<file path="config.mk">
export PLATFORM = sky130hd
export DESIGN_NAME = pbus_write_capture
export DESIGN_NICKNAME = d
export VERILOG_FILES = /design/src/rtl/pbw_pkg.sv /design/src/rtl/pbw_sync.sv /design/src/rtl/pbw_edge.sv /design/src/rtl/pbw_hold.sv /design/src/rtl/pbus_write_capture.sv
export SDC_FILE = /design/constraint.sdc
export NUM_CORES = 1
export LEC_CHECK = 0
export CAP_MARGIN = 15
export CORE_UTILIZATION = 40
export CTS_CLUSTER_SIZE = 30
export DETAILED_ROUTE_END_ITERATION = 8
export HOLD_SLACK_MARGIN = 0.02
export MAX_ROUTING_LAYER = met4
export PLACE_DENSITY = 0.67
export SLEW_MARGIN = 20
export SYNTH_ARGS = -nofsm -noshare
export SYNTH_HDL_FRONTEND = slang
export SYNTH_HIERARCHICAL = 1
export SYNTH_SLANG_ARGS = --single-unit
</file>
<file path="constraint.sdc">
create_clock -name clk -period 1.6 [get_ports clk]
set_clock_uncertainty 0.15 [all_clocks]
set_input_delay 0.16 -clock clk [delete_from_list [all_inputs] [get_ports clk]]
set_output_delay 0.16 -clock clk [all_outputs]
set_load 0.005 [all_outputs]
</file>
<file path="src/rtl/pbw_pkg.sv">
package pbw_pkg;
  localparam int BUS_W = 8;

  typedef struct packed {
    logic [BUS_W-1:0] data;
    logic             rs;
    logic             cs_n;
    logic             wr_n;
  } bus_sample_t;

  // Idle bus: strobe and select deasserted.
  function automatic bus_sample_t idle_sample();
    bus_sample_t s;
    s.data = '0;
    s.rs   = 1'b0;
    s.cs_n = 1'b1;
    s.wr_n = 1'b1;
    return s;
  endfunction

  // End of a write: strobe low in the older sample, high in the newer one.
  function automatic logic strobe_ended(bus_sample_t older, bus_sample_t newer);
    return (!older.wr_n) && newer.wr_n;
  endfunction

  // A write counts when the sample holding the data also had select low.
  function automatic logic selected(bus_sample_t s);
    return !s.cs_n;
  endfunction
endpackage

</file>
<file path="src/rtl/pbw_sync.sv">
module pbw_sync
  import pbw_pkg::*;
#(
  parameter int STAGES = 2
) (
  input  logic        clk,
  input  logic        rst,
  input  bus_sample_t raw_i,
  output bus_sample_t sync_o
);
  localparam int LAST = STAGES - 1;

  bus_sample_t chain [STAGES];

  generate
    for (genvar g = 0; g < STAGES; g++) begin : g_stage
      if (g == 0) begin : g_first
        always_ff @(posedge clk) begin
          if (rst) chain[g] <= idle_sample();
          else     chain[g] <= raw_i;
        end
      end else begin : g_next
        always_ff @(posedge clk) begin
          if (rst) chain[g] <= idle_sample();
          else     chain[g] <= chain[g-1];
        end
      end
    end
  endgenerate

  assign sync_o = chain[LAST];
endmodule

</file>
<file path="src/rtl/pbw_edge.sv">
module pbw_edge
  import pbw_pkg::*;
(
  input  logic        clk,
  input  logic        rst,
  input  bus_sample_t cur_i,
  output bus_sample_t prev_o,
  output logic        wr_done_o,
  output logic        wr_accept_o,
  output logic        wr_ignored_o
);
  bus_sample_t prev_q;

  always_ff @(posedge clk) begin
    if (rst) prev_q <= idle_sample();
    else     prev_q <= cur_i;
  end

  assign prev_o       = prev_q;
  assign wr_done_o    = strobe_ended(prev_q, cur_i);
  assign wr_accept_o  = wr_done_o && selected(prev_q);
  assign wr_ignored_o = wr_done_o && !selected(prev_q);

  // one strobe end cannot be reported on two consecutive cycles
  a_r10_single_event: assert property (@(posedge clk) disable iff (rst)
    wr_done_o |=> !wr_done_o);
endmodule

</file>
<file path="src/rtl/pbw_hold.sv">
module pbw_hold
  import pbw_pkg::*;
(
  input  logic             clk,
  input  logic             rst,
  input  logic             accept_i,
  input  logic [BUS_W-1:0] data_i,
  input  logic             rs_i,
  input  logic             ready_i,
  output logic             valid_o,
  output logic [BUS_W-1:0] data_o,
  output logic             rs_o,
  output logic             busy_o,
  output logic             overrun_o
);
  logic             valid_q, busy_q, ovr_q, rs_q;
  logic [BUS_W-1:0] data_q;
  logic             take, drop, release_v, release_b;

  assign take      = accept_i && !valid_q;
  assign drop      = accept_i && valid_q;
  assign release_v = ready_i && valid_q;
  assign release_b = ready_i && busy_q;

  always_ff @(posedge clk) begin
    if (rst) begin
      valid_q <= 1'b0;
      data_q  <= '0;
      rs_q    <= 1'b0;
    end else if (take) begin
      valid_q <= 1'b1;
      data_q  <= data_i;
      rs_q    <= rs_i;
    end else if (release_v) begin
      valid_q <= 1'b0;
    end
  end

  always_ff @(posedge clk) begin
    if (rst)            busy_q <= 1'b0;
    else if (take)      busy_q <= 1'b1;
    else if (release_b) busy_q <= 1'b0;
  end

  always_ff @(posedge clk) begin
    if (rst)       ovr_q <= 1'b0;
    else if (drop) ovr_q <= 1'b1;
  end

  assign valid_o   = valid_q;
  assign data_o    = data_q;
  assign rs_o      = rs_q;
  assign busy_o    = busy_q;
  assign overrun_o = ovr_q;

  a_r5_hold_pending: assert property (@(posedge clk) disable iff (rst)
    (valid_q && !ready_i) |=> (valid_q && $stable(data_q) && $stable(rs_q)));
  a_r6_ready_clears: assert property (@(posedge clk) disable iff (rst)
    (valid_q && ready_i && !accept_i) |=> (!valid_q && !busy_q));
  a_r7_busy_matches: assert property (@(posedge clk) disable iff (rst)
    busy_q == valid_q);
  a_r8_drop_flags: assert property (@(posedge clk) disable iff (rst)
    (valid_q && accept_i) |=> (ovr_q && $stable(data_q)));
  a_r9_overrun_sticky: assert property (@(posedge clk) disable iff (rst)
    ovr_q |=> ovr_q);
endmodule

</file>
<file path="src/rtl/pbus_write_capture.sv">
module pbus_write_capture
  import pbw_pkg::*;
#(
  parameter int SYNC_STAGES = 2
) (
  input  logic             clk,
  input  logic             rst,
  input  logic [BUS_W-1:0] bus_data_i,
  input  logic             bus_rs_i,
  input  logic             bus_cs_n_i,
  input  logic             bus_wr_n_i,
  output logic             cap_valid_o,
  output logic [BUS_W-1:0] cap_data_o,
  output logic             cap_rs_o,
  input  logic             cap_ready_i,
  output logic             host_busy_o,
  output logic             overrun_o
);
  bus_sample_t raw, cur, prev;
  logic        wr_done, wr_accept, wr_ignored;

  assign raw.data = bus_data_i;
  assign raw.rs   = bus_rs_i;
  assign raw.cs_n = bus_cs_n_i;
  assign raw.wr_n = bus_wr_n_i;

  pbw_sync #(.STAGES(SYNC_STAGES)) i_sync (
    .clk(clk), .rst(rst), .raw_i(raw), .sync_o(cur)
  );

  pbw_edge i_edge (
    .clk(clk), .rst(rst), .cur_i(cur), .prev_o(prev),
    .wr_done_o(wr_done), .wr_accept_o(wr_accept), .wr_ignored_o(wr_ignored)
  );

  pbw_hold i_hold (
    .clk(clk), .rst(rst), .accept_i(wr_accept),
    .data_i(prev.data), .rs_i(prev.rs), .ready_i(cap_ready_i),
    .valid_o(cap_valid_o), .data_o(cap_data_o), .rs_o(cap_rs_o),
    .busy_o(host_busy_o), .overrun_o(overrun_o)
  );

  // an unselected strobe never raises valid from idle
  a_r4_unselected_ignored: assert property (@(posedge clk) disable iff (rst)
    (!cap_valid_o && wr_ignored) |=> !cap_valid_o);
  // a selected strobe end raises valid and busy on the next edge
  a_r2_capture_next: assert property (@(posedge clk) disable iff (rst)
    (!cap_valid_o && wr_accept) |=> (cap_valid_o && host_busy_o));
  // after reset the outputs are idle
  a_r1_reset_idle: assert property (@(posedge clk)
    $past(rst) |-> (!cap_valid_o && !host_busy_o && !overrun_o));
endmodule

</file>
==> impl_metrics.ini, run 1 <==
[outcome]
status = finished clean

[final_layout]
syn2layout_area_growth_pct = 23.2
final_cells = 195
antenna_cells = 0
layout.nets = 162
drive_above_1_share_pct = 7.38

[floorplan]
initial_core_util_pct = 42.2
row_count = 21
die-area_sq_um = 3820
ios = 26
coreArea_sq_um = 3390
die_w_um = 61.8
die_h_um = 61.8

[timing]
setup_viol = 0
period_needed_ps = 1490
fmax_ghz = 0.669
rsz0062_at_grt = false
fin_setup_tns_ps = 0
tightest_slew_ps = 393
slew_headroom_pct = 73.7
final_hold_viol_count = 0
slew_viol_final = 0
fin_crit_sh_pct = 93.4

[route]
wire_per_inst_um = 9.20
viasPerCell = 4.18
dr.pass1.iters = 3
drc = 0
vias = 815
ant_nets = 0
wl_mm = 1.79
first_iter_violations = 22

[synth]
postSynthNetCount = 135
synthCells = 121
netlist_area_sq_um = 1430
syn_area_per_cell_sq_um = 11.8
ys_warn_count = 6

[critical_path]
path_cells = clkdlybuf4s50_1
crit_cells = 1
cpMaxStageDelayCell = clkdlybuf4s50_1
r2r-end = i_hold/data_o[1]
slowest_delay_ps = 510
crit_path_end = cap_data_o[0]
ff2ff_path_depth = 3
critPathLaunchType = register
critPathBufInv = 1
crit_arrival_ps = 1180
path_delay_family = buffers and inverters
required_ps = 1290
crit_start = i_hold/data_o[0]
crit_type = reg2out
r2r-start = i_sync/chain[1][0]
crit_fanout = 2
reg2reg_setup_slack_ps = 190
endpoint_kind = primary output

[pwr]
p_comb_share_pct = 4.9
seq_power_share_pct = 67.3
switchingPower_mw = 0.336
p_int_mw = 1.39
cellPowerDensity_nw_per_um2 = 977
leakage_nw = 0.645
swShare_pct = 19.5
vdd_drop_max_mv = 0.484
pwr-share-clk_pct = 27.8

[clocking]
clk-insertion-delay-late_ps = 330
clk_pin_slew_ps = 110
cts_sinks = 45
cts_hold_buffers = 0
clockRootBuffer = clkbuf_4
cts_buffer_depth = 2
cts_tree = yes
htree_num_levels = 2
cts-buffers-inserted = 5

[global_routing]
grt_pass1_vias = 700
track_usage_pct = 11.6
grt_max_degree = 55
antenna_found_initial = 0
grt_overflow = 0
grt_pass1_wl_mm = 2.93

[flow_run]
maxCapViolations = 0

[placement]
numPortBuffers = 25
place_inst = 187
routabilityCongestion = 0.660
dp_hpwl_mm = 1.15

[worst_hold_path]
hp-class = in2reg
[stage by stage]
step	setup slack [ps]	util, %	instance area (sq um)	hold WS (ps)	total power [mW]
3_3_place_gp	214	50.5	1710	236	1.27
5_1_grt	5.26	52.0	1760	193	1.82
3_5_place_dp	191	50.5	1710	243	1.27
2_1_floorplan	436	-	1430	81.6	1.23
4_1_cts	65.3	51.9	1760	199	1.75
6_report	105	52.0	1760	223	1.72
[layout by cell type, fill, tap and decap left out]
master	n
dfxtp_1	44
nor2b_1	27
clkdlybuf4s50_1	25
nand2b_1	9
nand4bb_1	9
o21ai_1	9
or2_1	6
clkbuf_4	5
clkbuf_1	3
nor2_1	2
buf_4	2
nor3b_1	1
nor2b_2	1
a211oi_2	1
o21ba_1	1
a21oi_1	1
dfxtp_2	1
and2b_1	1
buf_12	1
[layer usage]
layer / GRT usage (%) / vias to the layer above / part of all wire [%]
met5: - / - / 0
met4: 6.67 / 0 / 1.3
met3: 6.83 / 2 / 5.1
met2: 16.4 / 24 / 44
met1: 12.6 / 344 / 49
li1: - / 445 / -
[registers in the layout, indices dropped and copies added (netlist names)]
name              flops
i_sync/chain         22
i_edge/prev_o        11
i_hold/data_o         8
i_hold/busy_o         1
i_hold/overrun_o      1
i_hold/rs_o           1
i_hold/valid_o        1
[power groups by stage]
| stage | Sequential [mW] | Clock (mW) | Combinational, mW |
|---|---|---|---|
| detailed placement | 1.19 | 0 | 0.0849 |
| finish | 1.16 | 0.479 | 0.0839 |
| global route | 1.16 | 0.567 | 0.0924 |
| global placement | 1.18 | 0 | 0.0820 |
| CTS | 1.16 | 0.508 | 0.0851 |
| floorplan | 1.18 | 0 | 0.0475 |
[cell type report]
cell class	count	area, sq um
multi-input combinational	68	468
tap	46	57.6
fill	314	1630
clock buffer	8	48.8
sequential	45	902
timing repair buffer	28	285
[what timing repair did]
action / CTS / global route
buffers inserted: 0 / 0
resized for setup: 0 / 1
endpoints found under the setup margin: 0 / 1
[worst min path at each step]
stage,cells past startpoint,startpoint,slack [ps],to
after detailed placement,1,i_sync/chain[1][1],240,i_edge/prev_o[1]
after floorplan,1,rst,80,i_edge/prev_o[2]
final,2,bus_data_i[1],220,i_sync/chain[0][4]
after CTS,2,bus_data_i[1],200,i_sync/chain[0][4]
after global routing,2,bus_data_i[2],190,i_sync/chain[0][5]
after global placement,1,i_sync/chain[0][1],240,i_sync/chain[1][1]
No activity file was read; power rests on OpenSTA's default activity.
==> run 2, diff against run 1 <==
SKIP_CTS_REPAIR_TIMING = 1   (was unset)
==> results of run 2 <==
No change in the layout: final DEF, timing and power equal those of run 1.
